### src/rtl/uart_irq_pkg.sv
// Package: source indices, codes and clear-behaviour masks shared by
// the interrupt identification unit. Assumes seven sources, index 0 highest.
package uart_irq_pkg;

    localparam int NSRC = 7;
    localparam int IDXW = $clog2(NSRC);

    typedef enum logic [IDXW-1:0] {
        SRC_LINE  = 3'd0,
        SRC_RXRDY = 3'd1,
        SRC_RXTMO = 3'd2,
        SRC_THRE  = 3'd3,
        SRC_MODEM = 3'd4,
        SRC_XOFF  = 3'd5,
        SRC_FLOW  = 3'd6
    } src_e;

    // Sources that the trailing edge of a read clears.
    localparam logic [NSRC-1:0] RDCLR_MASK = 7'b100_1000;
    // Sources that report only with the enhanced-features enable.
    localparam logic [NSRC-1:0] ENH_MASK   = 7'b110_0000;

    // Six low bits of the identification byte for a pending source.
    function automatic logic [5:0] src_code(input logic [IDXW-1:0] idx);
        logic [5:0] c;
        case (idx)
            SRC_LINE:  c = 6'h06;
            SRC_RXRDY: c = 6'h04;
            SRC_RXTMO: c = 6'h0C;
            SRC_THRE:  c = 6'h02;
            SRC_MODEM: c = 6'h00;
            SRC_XOFF:  c = 6'h10;
            SRC_FLOW:  c = 6'h20;
            default:   c = 6'h01;
        endcase
        return c;
    endfunction

endpackage

### src/rtl/uart_irq_pending.sv
// Sticky pending flags, one per source. A set pulse wins over any clear.
// A source is cleared by its condition pulse or by the read clear,
// depending on which mask it belongs to. Assumes pulses last one cycle.
module uart_irq_pending #(
    parameter int N = 7,
    parameter logic [N-1:0] RD_MASK = '0
) (
    input  logic         clk,
    input  logic         rst_n,
    input  logic [N-1:0] set_i,
    input  logic [N-1:0] cond_clr_i,
    input  logic [N-1:0] rd_clr_i,
    output logic [N-1:0] pend_o
);

    logic [N-1:0] clr_w;

    // Pick the clear path of each source by its mask bit.
    assign clr_w = (cond_clr_i & ~RD_MASK) | (rd_clr_i & RD_MASK);

    for (genvar i = 0; i < N; i++) begin : g_flag
        // Hold one pending flag; set has priority over clear.
        always_ff @(posedge clk) begin
            if (!rst_n) begin
                pend_o[i] <= 1'b0;
            end else if (set_i[i]) begin
                pend_o[i] <= 1'b1;
            end else if (clr_w[i]) begin
                pend_o[i] <= 1'b0;
            end
        end
    end

endmodule

### src/rtl/uart_irq_prio.sv
// Masks the pending flags with the per-source enables and the enhanced
// enable, then picks the lowest-index survivor. Purely combinational.
module uart_irq_prio #(
    parameter int N  = 7,
    parameter int IW = 3,
    parameter logic [N-1:0] ENH = '0
) (
    input  logic [N-1:0]  pend_i,
    input  logic [N-1:0]  en_i,
    input  logic          enh_en_i,
    output logic          any_o,
    output logic [IW-1:0] idx_o
);

    logic [N-1:0] eff_w;

    // Effective requests after both masks.
    assign eff_w = pend_i & en_i & ~(ENH & {N{~enh_en_i}});

    // Scan from lowest priority up so the lowest index is kept last.
    always_comb begin
        any_o = 1'b0;
        idx_o = '0;
        for (int i = N - 1; i >= 0; i--) begin
            if (eff_w[i]) begin
                any_o = 1'b1;
                idx_o = IW'(i);
            end
        end
    end

endmodule

### src/rtl/uart_irq_rdlatch.sv
// Read handling: freezes the identification byte from the first strobe
// cycle and, on the strobe's falling edge, issues a one-hot clear for
// the source it reported. Assumes rd_i is synchronous to clk.
module uart_irq_rdlatch #(
    parameter int N  = 7,
    parameter int IW = 3
) (
    input  logic          clk,
    input  logic          rst_n,
    input  logic          rd_i,
    input  logic [7:0]    live_i,
    input  logic          live_any_i,
    input  logic [IW-1:0] live_idx_i,
    output logic [7:0]    iir_o,
    output logic [N-1:0]  rd_clr_o
);

    logic          rd_q;
    logic [7:0]    held_iir;
    logic          held_any;
    logic [IW-1:0] held_idx;
    logic          rise_w;
    logic          fall_w;

    assign rise_w = rd_i & ~rd_q;
    assign fall_w = ~rd_i & rd_q;

    // Track the strobe and capture the reported value on its first cycle.
    always_ff @(posedge clk) begin
        if (!rst_n) begin
            rd_q     <= 1'b0;
            held_iir <= 8'h01;
            held_any <= 1'b0;
            held_idx <= '0;
        end else begin
            rd_q <= rd_i;
            if (rise_w) begin
                held_iir <= live_i;
                held_any <= live_any_i;
                held_idx <= live_idx_i;
            end
        end
    end

    // Show the frozen byte after the first strobe cycle.
    assign iir_o = (rd_i && rd_q) ? held_iir : live_i;

    for (genvar i = 0; i < N; i++) begin : g_clr
        // One-hot clear for the reported source at the trailing edge.
        assign rd_clr_o[i] = fall_w && held_any && (held_idx == IW'(i));
    end

endmodule

### src/rtl/uart_irq_ident.sv
// Top of the interrupt identification unit: pending flags, priority
// pick, byte assembly and read freeze/clear. All inputs are synchronous
// to clk; set and clear inputs are single-cycle pulses.
module uart_irq_ident
    import uart_irq_pkg::*;
(
    input  logic            clk,
    input  logic            rst_n,
    input  logic [NSRC-1:0] set_i,
    input  logic [NSRC-1:0] cond_clr_i,
    input  logic [NSRC-1:0] irq_en_i,
    input  logic            enh_en_i,
    input  logic            fifo_en_i,
    input  logic            rd_i,
    output logic [7:0]      iir_o,
    output logic            irq_o
);

    logic [NSRC-1:0] pend_w;
    logic [NSRC-1:0] rd_clr_w;
    logic            any_w;
    logic [IDXW-1:0] idx_w;
    logic [7:0]      live_w;

    uart_irq_pending #(.N(NSRC), .RD_MASK(RDCLR_MASK)) u_pend (
        .clk        (clk),
        .rst_n      (rst_n),
        .set_i      (set_i),
        .cond_clr_i (cond_clr_i),
        .rd_clr_i   (rd_clr_w),
        .pend_o     (pend_w)
    );

    uart_irq_prio #(.N(NSRC), .IW(IDXW), .ENH(ENH_MASK)) u_prio (
        .pend_i   (pend_w),
        .en_i     (irq_en_i),
        .enh_en_i (enh_en_i),
        .any_o    (any_w),
        .idx_o    (idx_w)
    );

    // Build the live identification byte from mode bits and the winner.
    assign live_w = {{2{fifo_en_i}}, (any_w ? src_code(idx_w) : 6'h01)};

    uart_irq_rdlatch #(.N(NSRC), .IW(IDXW)) u_rd (
        .clk        (clk),
        .rst_n      (rst_n),
        .rd_i       (rd_i),
        .live_i     (live_w),
        .live_any_i (any_w),
        .live_idx_i (idx_w),
        .iir_o      (iir_o),
        .rd_clr_o   (rd_clr_w)
    );

    // Request line follows the live pending state.
    assign irq_o = any_w;

endmodule

### config.mk
export PLATFORM = sky130hd
export DESIGN_NAME = uart_irq_ident
export DESIGN_NICKNAME = d
export VERILOG_FILES = /design/src/rtl/uart_irq_pkg.sv /design/src/rtl/uart_irq_pending.sv /design/src/rtl/uart_irq_prio.sv /design/src/rtl/uart_irq_rdlatch.sv /design/src/rtl/uart_irq_ident.sv
export SDC_FILE = /design/constraint.sdc
export NUM_CORES = 1
export LEC_CHECK = 0
export BUFFER_PORTS_ARGS = -buffer_cell sky130_fd_sc_hd__buf_2
export CORE_ASPECT_RATIO = 1.5
export CORE_UTILIZATION = 45
export DETAILED_ROUTE_END_ITERATION = 16
export GPL_TIMING_DRIVEN = 1
export PLACE_DENSITY = 0.81
export SYNTH_ARGS = -nofsm -noshare
export SYNTH_HDL_FRONTEND = slang
export SYNTH_SLANG_ARGS = --single-unit
### constraint.sdc
create_clock -name clk -period 2 [get_ports clk]
set_input_delay 0 -clock clk [delete_from_list [all_inputs] [get_ports clk]]
set_output_delay 0 -clock clk [all_outputs]
set_load 0.005 [all_outputs]
==> run_results.csv <==
group,metric,value,unit
sta,hold_violations,0,
critical_path,reg2reg_depth,5,
finish,final_core_util,0.6612,
drt,drt_iter0_markers,26,
finish,regArea,380.4,µm²
die,die_w,39.31,µm
yosys,yosysSeqAreaShare,0.4048,
global_routing,grt_first_pass_wirelength,3484,µm
finish,areaGrowthSynthToFinish,33.82,%
pwr,worst_ir_drop_vdd,0.5106,mV
die,die_y,57.97,µm
pwr,swShare,0.2635,
drt,vias_per_cell,5.520,
critical_path,crit_required,2.00,ns
placed_design,dp_hpwl,1550,µm
finish,layout_commonest_cell,"buf_2",
placed_design,gp_congestion,0.8496,
clocking,cts.clk_slew.worst_paths,0.11,ns
min_path,hold_class,"primary input to register",
clocking,worstSkewPairLatency,0.29,ns
min_path,hold_depth,3,
sta,relSlewSlack,0.6800,
yosys,syn_nets,139,
sta,finalCriticalPeriod,1.719,ns
yosys,syn_avg_cell_area,8.315,µm²
sta,max_freq,581.9,MHz
drt,dr_total_vias,988,
drt,wl_per_cell,12.16,µm
drt,drtPass1Iterations,5,
sta,layout_setup_ws,0.2814,ns
min_path,hold_start,"cond_clr_i[5]",
sta,tns,0,ns
clocking,cts_max_level,1,
placed_design,io_buffers,32,
finish,final_cell_mix,"32 x buf_2, 25 x nand2_1, 19 x dfxtp_1, 12 x dlygate4sd3_1",
clocking,cts_resized,0,
critical_path,timing.rr.end,"u_rd.held_any$_SDFFE_PN0P_",
global_routing,grt_start_max_net_pins,19,
die,num_io_pins,35,
outcome,outcome,"finished, final reports clean",
pwr,p_per_area,608.7,nW/µm²
sta,drv_slew,0,
clocking,cts_made_buffers,3,
critical_path,cp.arrival,1.72,ns
clocking,root_buffer,"clkbuf_4",
critical_path,timing.rr.start,"u_pend.pend_o[2]$_SDFFE_PN0P_",
finish,drive_gt1_frac,0.2532,
clocking,clock_tree.buffer_depth,2,
critical_path,cp_max_fo,6,
global_routing,antenna_found_initial,0,
finish,multi_input_area,521.8,µm²
pwr,p_clk_frac,0.248,
drt,detail-route-antenna-nets,0,
finish,antenna_cells,0,
finish,fillers,167,
flow_run,drv_cap,0,
pwr,p_sw,201.7,µW
sta,skew,0.008282,ns
min_path,min_to,"u_pend.pend_o[5]$_SDFFE_PN0P_",
die,design.core.area,1902,µm²
clocking,tritoncts,"done",
yosys,synth_cells,113,
yosys,ys_ff_latch,19,
yosys,syn_area,939.7,µm²
sta,rsz0062_at_grt,"no",
die,dieArea,2279,µm²
yosys,ys.warnings.count,0,
global_routing,grtUsageTotal,0.2142,
critical_path,ff2ff_setup_slack,0.59,ns
global_routing,first_global_vias,891,
sta,min_period_over_period,0.8593,
placed_design,dpl_worst_slack,0.6174,ns
pwr,power_frac_seq,0.545,
pwr,comb_power_share,0.207,
drt,drc,0,
pwr,internal_power,563.8,µW
sta,tightest_slew,0.4800,ns
die,rows,19,
critical_path,crit_path_end_kind,"output pin",
yosys,ys_types,32,
critical_path,setup.worst_path.start_class,"register",
global_routing,grt.overflow.total,0,
pwr,leakagePower,0.5664,nW
die,start_util,0.4941,
clocking,cts_sinks,19,
finish,fin_nets,185,
critical_path,timing_worst_setup_path_type,"register to output pin",
drt,drt-total-wl,2176,µm
sta,setup_violations,0,
flip-flops by register name, summed over array words and instances, names as in the netlist:
register	count
u_pend.pend_o	7
u_rd.held_iir	7
u_rd.held_idx	3
u_rd.held_any	1
u_rd.rd_q	1
final cells by class:
cell class / instances / share of cell area
flip-flops and latches: 19 / 0.3025
repair buffers: 46 / 0.2348
inverters: 2 / 0.005970
clock buffers: 4 / 0.02090
multi-input cells: 87 / 0.4149
well taps: 21 / 0.02090
power groups by stage:
stage | Sequential [mW] | Clock [mW] | Combinational [mW]
after detailed placement | 0.425 | 0 | 0.138
after global placement | 0.423 | 0 | 0.133
after CTS | 0.416 | 0.196 | 0.156
after floorplan | 0.421 | 0 | 0.0835
final | 0.417 | 0.190 | 0.158
after global routing | 0.420 | 0.215 | 0.173
worst max path at each step:
stage | start | to | slack, ns | cells after the start
2_1_floorplan | u_pend.pend_o[2]$_SDFFE_PN0P_ | u_rd.held_any$_SDFFE_PN0P_ | 0.49 | 4
3_3_place_gp | u_pend.pend_o[2]$_SDFFE_PN0P_ | iir_o[4] | 0.63 | 6
3_5_place_dp | u_pend.pend_o[2]$_SDFFE_PN0P_ | iir_o[4] | 0.62 | 6
4_1_cts | u_pend.pend_o[2]$_SDFFE_PN0P_ | iir_o[4] | 0.27 | 6
5_1_grt | u_pend.pend_o[2]$_SDFFE_PN0P_ | iir_o[4] | 0.18 | 6
6_report | u_pend.pend_o[2]$_SDFFE_PN0P_ | iir_o[4] | 0.28 | 6
kinds of logic (layout without fill, tap and decap cells):
logic type             Yosys count  after routing  synth area share
AOI/OAI and AO/OA               35             35            0.2850
and+or+nand+nor                 52             52            0.2703
DFF                             19             19            0.4048
buffers and inverters            7             52           0.03995
cell usage after synthesis, drive strengths merged:
cell type | number | area (µm²)
nand3 | 7 | 35.03
a32o | 1 | 10.01
and3 | 1 | 6.260
a221oi | 1 | 8.760
o21a | 7 | 52.55
nor2b | 6 | 37.54
inv | 2 | 7.510
o211ai | 1 | 7.510
a21boi | 7 | 52.55
nand4 | 3 | 25.02
nand2 | 25 | 93.84
a222oi | 1 | 10.01
nor2 | 4 | 15.01
and2 | 4 | 26.28
o21ai | 4 | 20.01
dfxtp | 19 | 380.4
nand4b | 1 | 8.760
clkbuf | 3 | 11.26
nand2b | 1 | 6.260
a32oi | 1 | 8.760
o221ai | 1 | 8.760
buf | 2 | 18.77
a21oi | 3 | 15.01
o31a | 3 | 26.28
a22o | 1 | 10.01
a21o | 1 | 7.510
o211a | 3 | 30.03
critical path, stage by stage, from the launching register on:
cell	delay, ns
dfxtp_1	0.36
a222oi_1	0.32
buf_4	0.20
o211a_1	0.18
nand3_1	0.08
o21ai_0	0.14
buf_2	0.13
layer usage:
layer	track usage	part of all wire
met4	0.1182	0.032
met5	0	0
met3	0.01533	0.060
met2	0.3762	0.51
met1	0.2414	0.40
metrics by stage:
stage	hold slack [ns]	instances	power, mW	cell area (µm²)
final	0.01097	179	0.7655	1257
after global routing	0.001394	179	0.8076	1257
after CTS	0.01062	179	0.7689	1257
after detailed placement	0.2148	163	0.5628	1111
after global placement	0.2066	163	0.5566	1111
after floorplan	0.1012	113	0.5040	939.7
repair_timing:
action / 4_1_cts / 5_1_grt
hold buffers: 12 / 0
endpoints found under the hold margin: 9 / 0
setup buffers: 0 / 0
(Power assumes the default switching activity.)
